File: src/rtl/vri_pkg.sv
package vri_pkg;
  typedef enum logic [1:0] {
    ST_IDLE = 2'd0,
    ST_RUN  = 2'd1,
    ST_DONE = 2'd2
  } vri_state_t;
endpackage

File: src/rtl/vri_addr_gen.sv
module vri_addr_gen #(
  parameter int ADDR_W = 24,
  parameter int LEN_W  = 12
) (
  input  logic              clk,
  input  logic              rst_n,
  input  logic              load,
  input  logic [ADDR_W-1:0] base,
  input  logic [ADDR_W-1:0] stride,
  input  logic [LEN_W-1:0]  len,
  input  logic              step,
  output logic [ADDR_W-1:0] addr,
  output logic              all_issued
);
  logic [ADDR_W-1:0] addr_q;
  logic [ADDR_W-1:0] stride_q;
  logic [LEN_W-1:0]  left_q;

  always_ff @(posedge clk) begin
    if (!rst_n) begin
      addr_q   <= '0;
      stride_q <= '0;
      left_q   <= '0;
    end else if (load) begin
      addr_q   <= base;
      stride_q <= stride;
      left_q   <= len;
    end else if (step && left_q != '0) begin
      addr_q <= addr_q + stride_q;
      left_q <= left_q - 1'b1;
    end
  end

  assign addr       = addr_q;
  assign all_issued = (left_q == '0);
endmodule

File: src/rtl/vri_credit.sv
module vri_credit #(
  parameter int CNT_W     = 5,
  parameter int DEF_LIMIT = 8
) (
  input  logic             clk,
  input  logic             rst_n,
  input  logic             take,
  input  logic             give,
  input  logic             cfg_open,
  input  logic             lim_wr,
  input  logic [CNT_W-1:0] lim_data,
  input  logic             clr_err,
  output logic [CNT_W-1:0] inflight,
  output logic [CNT_W-1:0] limit,
  output logic             has_credit,
  output logic             err
);
  logic [CNT_W-1:0] cnt_q;
  logic [CNT_W-1:0] lim_q;
  logic             err_q;
  logic             give_ok;

  assign give_ok = give && (cnt_q != '0);

  always_ff @(posedge clk) begin
    if (!rst_n) begin
      cnt_q <= '0;
    end else begin
      case ({take, give_ok})
        2'b10:   cnt_q <= cnt_q + 1'b1;
        2'b01:   cnt_q <= cnt_q - 1'b1;
        default: cnt_q <= cnt_q;
      endcase
    end
  end

  always_ff @(posedge clk) begin
    if (!rst_n) begin
      lim_q <= CNT_W'(DEF_LIMIT);
    end else if (lim_wr && cfg_open && lim_data != '0) begin
      lim_q <= lim_data;
    end
  end

  always_ff @(posedge clk) begin
    if (!rst_n) begin
      err_q <= 1'b0;
    end else if (clr_err) begin
      err_q <= 1'b0;
    end else if (give && !give_ok) begin
      err_q <= 1'b1;
    end
  end

  assign inflight   = cnt_q;
  assign limit      = lim_q;
  assign has_credit = (cnt_q < lim_q);
  assign err        = err_q;
endmodule

File: src/rtl/vri_bank_map.sv
module vri_bank_map #(
  parameter int ADDR_W = 24,
  parameter int BANKS  = 32
) (
  input  logic [ADDR_W-1:0]                addr,
  output logic [$clog2(BANKS)-1:0]         bank,
  output logic [ADDR_W-$clog2(BANKS)-1:0]  offset
);
  localparam int BANK_W = $clog2(BANKS);
  localparam bit POW2   = ((1 << BANK_W) == BANKS);

  generate
    if (POW2) begin : g_pow2
      assign bank   = addr[BANK_W-1:0];
      assign offset = addr[ADDR_W-1:BANK_W];
    end else begin : g_mod
      logic [ADDR_W-1:0] quo;
      logic [ADDR_W-1:0] rem;
      assign quo    = addr / ADDR_W'(BANKS);
      assign rem    = addr % ADDR_W'(BANKS);
      assign bank   = rem[BANK_W-1:0];
      assign offset = quo[ADDR_W-BANK_W-1:0];
    end
  endgenerate
endmodule

File: src/rtl/vreq_issuer.sv
module vreq_issuer
  import vri_pkg::*;
#(
  parameter int ADDR_W    = 24,
  parameter int LEN_W     = 12,
  parameter int CNT_W     = 5,
  parameter int BANKS     = 32,
  parameter int DEF_LIMIT = 8,
  localparam int BANK_W   = $clog2(BANKS)
) (
  input  logic                     clk,
  input  logic                     rst_n,
  input  logic                     cmd_valid,
  output logic                     cmd_ready,
  input  logic                     cmd_write,
  input  logic [ADDR_W-1:0]        cmd_base,
  input  logic [ADDR_W-1:0]        cmd_stride,
  input  logic [LEN_W-1:0]         cmd_len,
  input  logic                     lim_wr,
  input  logic [CNT_W-1:0]         lim_data,
  output logic                     req_valid,
  input  logic                     req_ready,
  output logic [ADDR_W-1:0]        req_addr,
  output logic [BANK_W-1:0]        req_bank,
  output logic [ADDR_W-BANK_W-1:0] req_offset,
  output logic                     req_write,
  input  logic                     rsp_strobe,
  output logic                     busy,
  output logic                     done,
  output logic                     rsp_err
);
  vri_state_t       state_q;
  logic             write_q;
  logic             accept;
  logic             fire;
  logic             all_issued;
  logic             has_credit;
  logic [CNT_W-1:0] out_cnt;
  logic [CNT_W-1:0] lim_q;

  assign cmd_ready = (state_q != ST_RUN);
  assign accept    = cmd_valid && cmd_ready;
  assign busy      = (state_q == ST_RUN);
  assign done      = (state_q == ST_DONE);
  assign req_valid = busy && !all_issued && has_credit;
  assign fire      = req_valid && req_ready;
  assign req_write = write_q;

  always_ff @(posedge clk) begin
    if (!rst_n) begin
      state_q <= ST_IDLE;
      write_q <= 1'b0;
    end else begin
      if (accept) begin
        write_q <= cmd_write;
        state_q <= (cmd_len == '0) ? ST_DONE : ST_RUN;
      end else if (state_q == ST_RUN && all_issued && out_cnt == '0) begin
        state_q <= ST_DONE;
      end
    end
  end

  vri_addr_gen #(.ADDR_W(ADDR_W), .LEN_W(LEN_W)) u_agen (
    .clk        (clk),
    .rst_n      (rst_n),
    .load       (accept),
    .base       (cmd_base),
    .stride     (cmd_stride),
    .len        (cmd_len),
    .step       (fire),
    .addr       (req_addr),
    .all_issued (all_issued)
  );

  vri_credit #(.CNT_W(CNT_W), .DEF_LIMIT(DEF_LIMIT)) u_credit (
    .clk        (clk),
    .rst_n      (rst_n),
    .take       (fire),
    .give       (rsp_strobe),
    .cfg_open   (!busy),
    .lim_wr     (lim_wr),
    .lim_data   (lim_data),
    .clr_err    (accept),
    .inflight   (out_cnt),
    .limit      (lim_q),
    .has_credit (has_credit),
    .err        (rsp_err)
  );

  vri_bank_map #(.ADDR_W(ADDR_W), .BANKS(BANKS)) u_bmap (
    .addr   (req_addr),
    .bank   (req_bank),
    .offset (req_offset)
  );
endmodule

File: config.mk
export PLATFORM = sky130hd
export DESIGN_NAME = vreq_issuer
export DESIGN_NICKNAME = d
export VERILOG_FILES = /design/src/rtl/vri_pkg.sv /design/src/rtl/vri_addr_gen.sv /design/src/rtl/vri_credit.sv /design/src/rtl/vri_bank_map.sv /design/src/rtl/vreq_issuer.sv
export SDC_FILE = /design/constraint.sdc
export NUM_CORES = 1
export LEC_CHECK = 0
export BUFFER_PORTS_ARGS = -buffer_cell sky130_fd_sc_hd__buf_4
export CAP_MARGIN = 20
export CORE_ASPECT_RATIO = 2
export CORE_MARGIN = 2
export CORE_UTILIZATION = 45
export CTS_BUF_LIST = sky130_fd_sc_hd__clkbuf_8
export CTS_CLUSTER_SIZE = 20
export DETAILED_ROUTE_END_ITERATION = 8
export GPL_TIMING_DRIVEN = 0
export HOLD_SLACK_MARGIN = 0.02
export PLACE_DENSITY = 0.7
export SYNTH_ARGS = -nofsm -noshare
export SYNTH_HDL_FRONTEND = slang
export SYNTH_SLANG_ARGS = --single-unit
File: constraint.sdc
create_clock -name clk -period 8 [get_ports clk]
set_input_delay 1.2 -clock clk [delete_from_list [all_inputs] [get_ports clk]]
set_output_delay 1.2 -clock clk [all_outputs]
set_load 0.01 [all_outputs]
==> impl_metrics.tcl, run 1 <==
set metrics [dict create \
    run_status "finished clean" \
    die_width_um 76.2 \
    filler_cell_count 998 \
    number_of_antenna_violations_at_the_first_check_in_global_routing 0 \
    final_cells 849 \
    critPathRequiredTime_ns 8.28 \
    synth_fa_ha_area_share_pct 9.38 \
    top_usage_layer "met2" \
    postRouteAntennaNets 0 \
    clock_skew_ns 0.0125 \
    start_kind "flip-flop" \
    grt_remaining_overflow 0 \
    critPathCaptureType "flip-flop" \
    synth.mux.area_fraction_pct 1.49 \
    synth-seq-cells 74 \
    synthesis.yosys.warnings 0 \
    synthesis.nets 681 \
    remaining_drc_errors 0 \
    drt_first_pass_iters 5 \
    clk-insertion-delay-late_ns 0.36 \
    maximum_number_of_pins_on_one_net_before_global_route_repair 12 \
    grt_setup_unrepaired "false" \
    post-place-cells 834 \
    final_core_util_pct 59.1 \
    hold-worst-slack_ns 0.470 \
    die-area_mm2 0.0113 \
    detailedPlacementHpwl_um 11100 \
    r2r_cells 16 \
    post_synthesis_cell_type_with_the_largest_combined_area "dfxtp_1" \
    clock-sinks 74 \
    min-delay-start "u_credit.limit[4]" \
    post_synth_inst_count 575 \
    critPathSlowestCell "or3_4" \
    synth_top_family_by_area "compound AO/OA/AOI/OAI gates" \
    async_reset_ff_share_pct 0 \
    yosys.area.top_type_share_pct 31.5 \
    drt_wl_total_um 14200 \
    design.final.nets 816 \
    numCtsBuffers 9 \
    share_of_the_synthesized_netlist_area_taken_by_xor_and_xnor_gates_pct 4.85 \
    reg2reg_from "u_agen.left_q[6]" \
    gp_congestion 0.928 \
    detailedPlace.worstSlack_ns 4.09 \
    whs_path_depth 2 \
    io-pin-count 126 \
    timing.final.crit_share_pct 49.1 \
    vias 4727 \
    hold_path_class "reg2reg" \
    synth_seq_area_share_pct 31.5 \
    synth_commonest_cells "89 x nand2_1, 74 x dfxtp_1, 37 x a21oi_1" \
    distinct_cell_type_count_after_synthesis 59 \
    dr.first_iter.drc_count 217 \
    critical_path.max_stage_delay_ns 0.43 \
    grt_pass1_vias 4681 \
    rr_endpoint "u_credit.inflight[4]" \
    worstSetupPathType "reg2reg" \
    worstMarginPinSlew_ns 0.767 \
    count_of_hold_fix_buffers_inserted_at_cts 0 \
    relSlewSlack_pct 48.9 \
    mean_area_per_synthesized_cell_um2 8.17 \
    layout-area-overhead-vs-synth_pct 27.8 \
    irDropWorstVdd_uv 124 \
    diodes 0 \
    globalRouteMet1Util_pct 24.2 \
    crit_arrival_ns 4.21 \
    p_per_area_mw_per_mm2 186 \
    cpMostUsedCell "or3_1" \
    initial_utilization_pct 46.3 \
    postCtsSetupBuffers 0 \
    critical_path_peak_fanout 10 \
    cts_root_buffer "clkbuf_8" \
    hold_violations 0 \
    synth_edf_count 0 \
    post_synth_and_or_nand_nor_area_fraction_pct 19.7 \
    routed_wire_length_per_instance_um 16.8 \
    die_y_um 148 \
    grt.met2_usage_pct 48.5 \
    syn-cell-area_mm2 0.00470 \
    grt_pass1_wl_um 22200 \
    power.static_leakage_nw 2.78 \
    grtUsageTotal_pct 24.9 \
    post-synth-top-count-cell "nand2_1" \
    worstPathCellList "or3_4 > or3_1 > or3_1 > and4_4 > buf_6 > clkinv_8 > buf_2 > ha_1 > inv_1 > fa_1 > inv_1 > a21o_1 > a21oi_1 > xnor2_1 > or3_1 > a21boi_0" \
    clockBufferDepth 2 \
    min_period_ns 3.93 \
    floorplan.rows 52 \
    slew_limit_fails 0 \
    cts_htree_levels 3 \
    synth_top_cells_by_area "dfxtp_1 32%, ha_1 8.5%, nand2_1 7.1%" \
    via_per_inst 5.57 \
    final.setup.tns_ns 0 \
    cts.repair.resized 0 \
    hold_end "u_credit.limit[4]" \
    port-buffer-count 124 \
    area_of_the_core_region_mm2 0.0101 \
    max_freq_ghz 0.255 \
    cap_violations 0 \
    finalSetupViolations 0 \
    synth_compound_gate_area_share_pct 24.8 \
    clk_pin_slew_ns 0.07 \
    post_route_cells_drive_above_1_share_pct 24.8 \
    worst-r2r-setup-slack_ns 4.07 \
    final_critical_path_setup_slack_ns 4.07 \
    ys.flop_type "dfxtp_1" \
    tritoncts_clock_tree "yes" \
    global_route.usage.met3_pct 4.25 \
]
## worst max-delay path, delay by kind of cell (launching register included)
| kind | cells | cell delay, ns |
|---|---|---|
| xor gates and xnor gates | 1 | 0.13 |
| buffers and inverters | 5 | 0.60 |
| and+or+nand+nor | 5 | 1.72 |
| adders and majority gates | 2 | 0.68 |
| AOI/OAI and AO/OA | 3 | 0.34 |
| DFF | 1 | 0.36 |
## stage by stage
stage	cell area, µm²	power [mW]
floorplan	4700	0.677
detailed placement	5800	0.816
finish	6000	1.11
global placement	5800	0.807
global route	6000	1.18
CTS	6000	1.12
## metal layers
metal / vias up / wire, µm
met4: 0 / 655
met2: 156 / 7930
met5: - / 0
met1: 2239 / 4920
met3: 44 / 729
li1: 2288 / -
## state kept, by name, summed over array words and instances, names as in the netlist
register,flops
u_agen.addr,24
u_agen.stride_q,24
u_agen.left_q,12
u_credit.inflight,5
u_credit.limit,5
state_q,2
req_write,1
u_credit.err,1
## cells by family (layout without fill, tap and decap cells)
family	Yosys count	count (layout)
AND/OR/NAND/NOR	191	191
XOR/XNOR	26	26
buffers and inverters	72	211
adder cells (fa/ha/maj)	34	34
AO/OA/AOI/OAI	171	171
flip-flops	74	74
multiplexers	7	7
## layout by cell type, fill, tap and decap left out, types with 20 or more instances in the layout
| cell | netlist | final |
|---|---|---|
| buf_4 | 25 | 149 |
| nand2_1 | 89 | 89 |
| dfxtp_1 | 74 | 74 |
| a21oi_1 | 37 | 37 |
| a21boi_0 | 32 | 32 |
| ha_1 | 32 | 32 |
| o21ai_0 | 27 | 27 |
| nor2_1 | 25 | 25 |
| clkbuf_1 | 21 | 21 |
| nor2b_1 | 20 | 20 |
## how the worst max path moves through the flow
stage / from / depth (start not counted) / slack (ns) / endpoint
3_5_place_dp: u_agen.left_q[6] / 16 / 4.09 / u_credit.inflight[4]
3_3_place_gp: u_agen.left_q[6] / 16 / 4.15 / u_credit.inflight[4]
5_1_grt: u_agen.left_q[6] / 16 / 3.88 / u_credit.inflight[4]
4_1_cts: u_agen.left_q[6] / 16 / 4.07 / u_credit.inflight[4]
2_1_floorplan: u_agen.left_q[6] / 16 / 4.53 / u_credit.inflight[4]
6_report: u_agen.left_q[6] / 16 / 4.07 / u_credit.inflight[4]
## area by class of cell
cell class	count	area [µm²]	area share, %
inverter	17	76.3	1.27
clock buffer	12	165	2.75
sequential	74	1480	24.7
multi-input combinational	429	2830	47.1
buffer	55	314	5.23
timing repair buffer	124	931	15.5
tap	135	169	2.81
clock inverter	3	38.8	0.646
## report_power, final
part / internal [mW] / total, mW / switching, mW
Combinational: 0.176 / 0.368 / 0.193
Clock: 0.167 / 0.306 / 0.139
Sequential: 0.403 / 0.441 / 0.0372
No activity file was read; power rests on OpenSTA's default activity.
==> run 2, diff against run 1 <==
- ABC_AREA: not set -> 1
- PLACE_DENSITY: 0.7 -> 0.69
- clock period: 8 -> 4 ns (I/O delays scaled with it)
==> run 2 against run 1 <==
  * Register-to-register slack lost 3.3 ns
  * Core utilization shrank 2.3 points
  * Combinational power grew to 3.0 times the previous value
  * Flip-flop and latch count is the same
  * Cell count grew 33%
  * Setup slack lost 3.3 ns
  * Count of clock-buffer cells in the layout shrank 3
  * Die area grew 13%
  * First-iteration DRC count grew 39%
  * Critical path type unchanged
  * Critical endpoint unchanged
==> impl_metrics.tcl, run 2 <==
set metrics [dict create \
    run_status "finished clean" \
    hold_path_class "in2reg" \
    count_of_hold_fix_buffers_inserted_at_cts 0 \
    relSlewSlack_pct 42.2 \
    initial_utilization_pct 45.7 \
    postRouteAntennaNets 0 \
    grtUsageTotal_pct 26.7 \
    p_per_area_mw_per_mm2 390 \
    worstPathCellList "ha_1 > nand2_1 > inv_1 > o21bai_1 > nand3_1 > nor2_4 > nand2_8 > buf_4 > ha_1 > ha_1 > a21oi_1 > nor2_1 > nor2_1 > inv_1 > a21oi_1 > o21ai_0 > o21ai_0 > a21oi_1" \
    design.final.nets 1081 \
    detailedPlace.worstSlack_ns 0.785 \
    port-buffer-count 125 \
    remaining_drc_errors 0 \
    synth_edf_count 0 \
    dpl_cell_area_mm2 0.00644 \
    routed_wire_length_per_instance_um 14.7 \
    grt.met2_usage_pct 51.0 \
    async_reset_ff_share_pct 0 \
    min_period_ns 3.22 \
    cts.repair.resized 0 \
    cts_htree_levels 3 \
    post-route-cell-area_mm2 0.00661 \
    finalSetupViolations 0 \
    synthesis.nets 945 \
    clock_skew_ns 0.0137 \
    floorplan.rows 56 \
    worstSetupPathType "reg2reg" \
    numCtsBuffers 9 \
    synth_seq_area_share_pct 27.9 \
    global_route.usage.met3_pct 3.48 \
    slew_limit_fails 0 \
    layout-area-overhead-vs-synth_pct 24.2 \
    via_per_inst 4.98 \
    gp_congestion 0.931 \
    die-area_mm2 0.0128 \
    grt_pass1_wl_um 25600 \
    die_width_um 80.9 \
    power.static_leakage_nw 3.51 \
    final_core_util_pct 56.8 \
    clock-sinks 74 \
    tritoncts_clock_tree "yes" \
    number_of_antenna_violations_at_the_first_check_in_global_routing 0 \
    clk_pin_slew_ns 0.08 \
    synth-seq-cells 74 \
    post-synth-top-count-cell "nand2_1" \
    power_mw 2.58 \
    worstMarginPinSlew_ns 0.867 \
    start_kind "flip-flop" \
    critical_path_peak_fanout 10 \
    layout_commonest_cell "nand2_1" \
    cts_root_buffer "clkbuf_8" \
    grt_setup_unrepaired "false" \
    cap_violations 0 \
    syn-cell-area_mm2 0.00532 \
    vias 5604 \
    final.setup.tns_ns 0 \
    worst-r2r-setup-slack_ns 0.78 \
    irDropWorstVdd_uv 291 \
    timing.final.crit_share_pct 80.5 \
    grt_remaining_overflow 0 \
    io-pin-count 126 \
    globalRouteMet1Util_pct 26.4 \
    critPathSlowestCell "dfxtp_1" \
    grt_pass1_vias 5399 \
    area_of_the_core_region_mm2 0.0116 \
    max_freq_ghz 0.310 \
    synthesis.yosys.warnings 0 \
    synth_commonest_cells "237 x nand2_1, 115 x nor2_1, 110 x inv_1" \
    critical_path.max_stage_delay_ns 0.42 \
    distinct_cell_type_count_after_synthesis 36 \
    top_usage_layer "met2" \
    diodes 0 \
    drt_wl_total_um 16600 \
    postCtsSetupBuffers 0 \
    post_route_cells_drive_above_1_share_pct 20.8 \
    ys.flop_type "dfxtp_1" \
    post_synthesis_cell_type_with_the_largest_combined_area "dfxtp_1" \
    critPathCaptureType "flip-flop" \
    detailedPlacementHpwl_um 13300 \
    drt_first_pass_iters 7 \
    hold_violations 0 \
    synth_top_cells_by_area "dfxtp_1 28%, nand2_1 17%, nor2_1 8.1%" \
    clockBufferDepth 2 \
    mean_area_per_synthesized_cell_um2 6.34 \
    crit_arrival_ns 3.47 \
    yosys.area.top_type_share_pct 27.9 \
    maximum_number_of_pins_on_one_net_before_global_route_repair 14 \
    clk-insertion-delay-late_ns 0.37 \
    critPathRequiredTime_ns 4.25 \
    post_synth_inst_count 839 \
    final_critical_path_setup_slack_ns 0.779 \
    die_y_um 158 \
    dr.first_iter.drc_count 302 \
    mostFrequentLayoutCells "237 x nand2_1, 153 x buf_4, 115 x nor2_1" \
]
## run 2: critical path, delay by kind of cell, from the launching register on
family	cells	cell delay, ns
buffers and inverters	3	0.31
flip-flops	1	0.42
AO/OA/AOI/OAI	6	0.78
AND/OR/NAND/NOR	6	0.67
adder cells (fa/ha/maj)	3	0.91
## run 2: cell type report
type / count / area, µm²
Buffer: 47 / 314
Sequential cell: 74 / 1480
Clock inverter: 7 / 43.8
Clock buffer: 9 / 124
Tap cell: 145 / 181
Multi-Input combinational cell: 605 / 3090
Fill cell: 1218 / 5020
Timing Repair Buffer: 125 / 938
Inverter: 113 / 434
## run 2: final timing paths
path	startpoint	end	depth (start not counted)
setup / recovery	u_credit.inflight[2]	u_credit.inflight[4]	18
setup reg to reg	u_credit.inflight[2]	u_credit.inflight[4]	18
hold reg to reg	u_credit.limit[1]	u_credit.limit[1]	2
hold / removal	lim_data[3]	u_credit.limit[3]	3
## run 2: per-stage QoR
step,hold WS (ns),cells
after floorplan,0.433,839
after global placement,0.449,1109
after detailed placement,0.457,1109
after CTS,0.439,1125
after global routing,0.463,1125
final,0.459,1125
## run 2: cells by family (layout without fill, tap and decap cells)
logic type | after synthesis | after routing | synth area share (%)
xor gates and xnor gates | 20 | 20 | 3.29
adders and majority gates | 34 | 34 | 8.28
DFF | 74 | 74 | 27.9
and+or+nand+nor | 432 | 432 | 33.8
AOI/OAI and AO/OA | 119 | 119 | 12.7
buffers and inverters | 160 | 301 | 14.1
## run 2: routing by layer
layer,wire length [µm],up-vias,part of all wire (%)
met5,0,-,0
met4,927,0,5.6
met3,627,49,3.8
met2,8950,143,54
met1,6060,2513,37
li1,-,2899,-
## run 2: report_power, final
group / leakage (nW) / switching, mW / internal, mW / total [mW]
clock network: 0.0852 / 0.313 / 0.223 / 0.536
logic: 2.82 / 0.638 / 0.473 / 1.11
registers: 0.612 / 0.0969 / 0.833 / 0.930
total: 3.51 / 1.05 / 1.53 / 2.58
==> run 3, diff against run 2 <==
- PLACE_DENSITY: 0.69 -> 0.71
- clock period: 4 -> 2.9 ns (I/O delays scaled with it)
==> run 3 against run 2 <==
  * Register-to-register slack worse by 0.54 ns
  * First-iteration DRC count is 18% lower
  * Worst hold slack worse by 0.16 ns
  * Global-route usage is 0.23 points higher
  * Sequential power is 40% higher
  * Routed wire length is 0.49% higher
  * Cell count is 0.53% higher
  * Clock skew is 0.0013 ns lower
  * Largest power group unchanged
  * Flip-flop and latch count stayed put
==> impl_metrics.tcl, run 3 (same netlist as run 2, synthesis figures left out) <==
set metrics [dict create \
    run_status "finished clean" \
    gp_congestion 0.920 \
    area_of_the_core_region_mm2 0.0116 \
    cap_violations 0 \
    diodes 0 \
    maximum_number_of_pins_on_one_net_before_global_route_repair 19 \
    start_kind "flip-flop" \
    grt_pass1_wl_um 25700 \
    hold_end "u_credit.limit[3]" \
    reg2reg_from "u_credit.inflight[3]" \
    post_route_cells_drive_above_1_share_pct 21.9 \
    tritoncts_clock_tree "yes" \
    min-delay-start "lim_data[3]" \
    grt_pass1_vias 5454 \
    filler_cell_count 1229 \
    relSlewSlack_pct 44.0 \
    clk_pin_slew_ns 0.08 \
    number_of_antenna_violations_at_the_first_check_in_global_routing 0 \
    crit_arrival_ns 2.93 \
    mostFrequentLayoutCells "237 x nand2_1, 159 x buf_4, 115 x nor2_1" \
    io-pin-count 126 \
    grtUsageTotal_pct 27.0 \
    count_of_hold_fix_buffers_inserted_at_cts 0 \
    worst-r2r-setup-slack_ns 0.24 \
    die_width_um 80.9 \
    vias 5709 \
    cts_root_buffer "clkbuf_8" \
    die-area_mm2 0.0128 \
    area.sequential_mm2 0.00149 \
    max_freq_ghz 0.376 \
    dr.first_iter.drc_count 248 \
    detailedPlace.worstSlack_ns -0.287 \
    post-route-cell-area_mm2 0.00672 \
    slew_limit_fails 0 \
    critPathCaptureType "flip-flop" \
    dpl_cell_area_mm2 0.00644 \
    die_y_um 158 \
    timing.final.crit_share_pct 91.8 \
    clock_skew_ns 0.0124 \
    cts_htree_levels 3 \
    hold-worst-slack_ns 0.300 \
    min_period_ns 2.66 \
    grt_setup_unrepaired "false" \
    irDropWorstVdd_uv 489 \
    grt_remaining_overflow 0 \
    numCtsBuffers 9 \
    whs_path_depth 3 \
    worstMarginPinSlew_ns 0.839 \
    via_per_inst 5.05 \
    p_per_area_mw_per_mm2 555 \
    drt_wl_total_um 16600 \
    hold_path_class "in2reg" \
    port-buffer-count 125 \
    clockBufferDepth 2 \
    design.final.nets 1087 \
    postRouteAntennaNets 0 \
    clk-insertion-delay-late_ns 0.38 \
    power.static_leakage_nw 3.56 \
    worstSetupPathType "reg2reg" \
    clock-sinks 74 \
    hold_violations 0 \
    detailedPlacementHpwl_um 13500 \
    floorplan.rows 56 \
    final.setup.tns_ns 0 \
    finalSetupViolations 0 \
    crit_start "u_credit.inflight[3]" \
    routed_wire_length_per_instance_um 14.7 \
    drt_first_pass_iters 5 \
    remaining_drc_errors 0 \
    layout-area-overhead-vs-synth_pct 26.3 \
    final_critical_path_setup_slack_ns 0.238 \
    multi_input_area_mm2 0.00314 \
    initial_utilization_pct 45.7 \
    r2r_cells 18 \
    critical_path_peak_fanout 7 \
    critPathRequiredTime_ns 3.17 \
    layout_commonest_cell "nand2_1" \
    rr_endpoint "u_credit.inflight[4]" \
]
-- run 3: cell types whose count changed in the layout (fill, tap and decap cells not counted), sizes merged --
cell | previous run | this run
bufinv | 0 | 1
clkinvlp | 2 | 1
buf | 161 | 167
-- run 3: power by group --
part / total [mW] / internal [mW] / switching (mW)
sequential: 1.30 / 1.15 / 0.148
combinational: 1.62 / 0.720 / 0.895
clock: 0.811 / 0.388 / 0.423
total: 3.73 / 2.26 / 1.47
-- run 3: layer usage --
layer / wire, µm / global-route usage, % / share of wire, % / up-vias
met5: 0 / 0 / 0 / -
met4: 972 / 16.9 / 5.8 / 0
met3: 881 / 5.25 / 5.3 / 57
met2: 9110 / 50.9 / 55 / 182
met1: 5680 / 25.5 / 34 / 2557
li1: - / - / - / 2913
-- run 3: worst max path at each step --
stage	end	slack, ns	cells past startpoint
after floorplan	u_credit.inflight[4]	0.11	18
after global placement	u_credit.inflight[4]	-0.28	18
after detailed placement	u_credit.inflight[4]	-0.29	18
after CTS	u_credit.inflight[4]	0.04	17
after global routing	u_credit.inflight[4]	0.02	18
final	u_credit.inflight[4]	0.24	18
-- run 3: per-stage QoR --
stage          power, mW  utilization [%]  std cells
2_1_floorplan       2.31                -        839
3_3_place_gp        2.81             55.4       1109
3_5_place_dp        2.83             55.4       1109
4_1_cts             3.66             57.1       1125
5_1_grt             3.98             57.8       1131
6_report            3.73             57.8       1131
-- run 3: critical path, cell delays in order, from the launching register on --
cell and delay (ns):
dfxtp_1 0.44, ha_1 0.27, nand2_1 0.08, o21bai_1 0.12, nand3_2 0.13, nor2_4 0.19
nand2_8 0.09, ha_4 0.20, inv_1 0.07, fa_2 0.21, inv_1 0.04, a21oi_1 0.12
nor2_1 0.05, nor2_1 0.10, inv_1 0.06, a21oi_1 0.11, o21ai_1 0.10, o21ai_1 0.12
a21oi_1 0.05
-- run 3: timing repair --
action                     in CTS  in global routing
pin swaps                       1                  4
resized for setup               5                  6
buffers inserted                1                  6
setup endpoints to repair       2                  2
-- run 3: layout make-up --
class	count	share of cell area (%)
timing repair buffer	132	14.7
sequential	74	22.1
buffer	46	4.56
tap	145	2.70
clock buffer	9	1.84
inverter	113	6.46
clock inverter	7	0.912
multi-input combinational	605	46.7
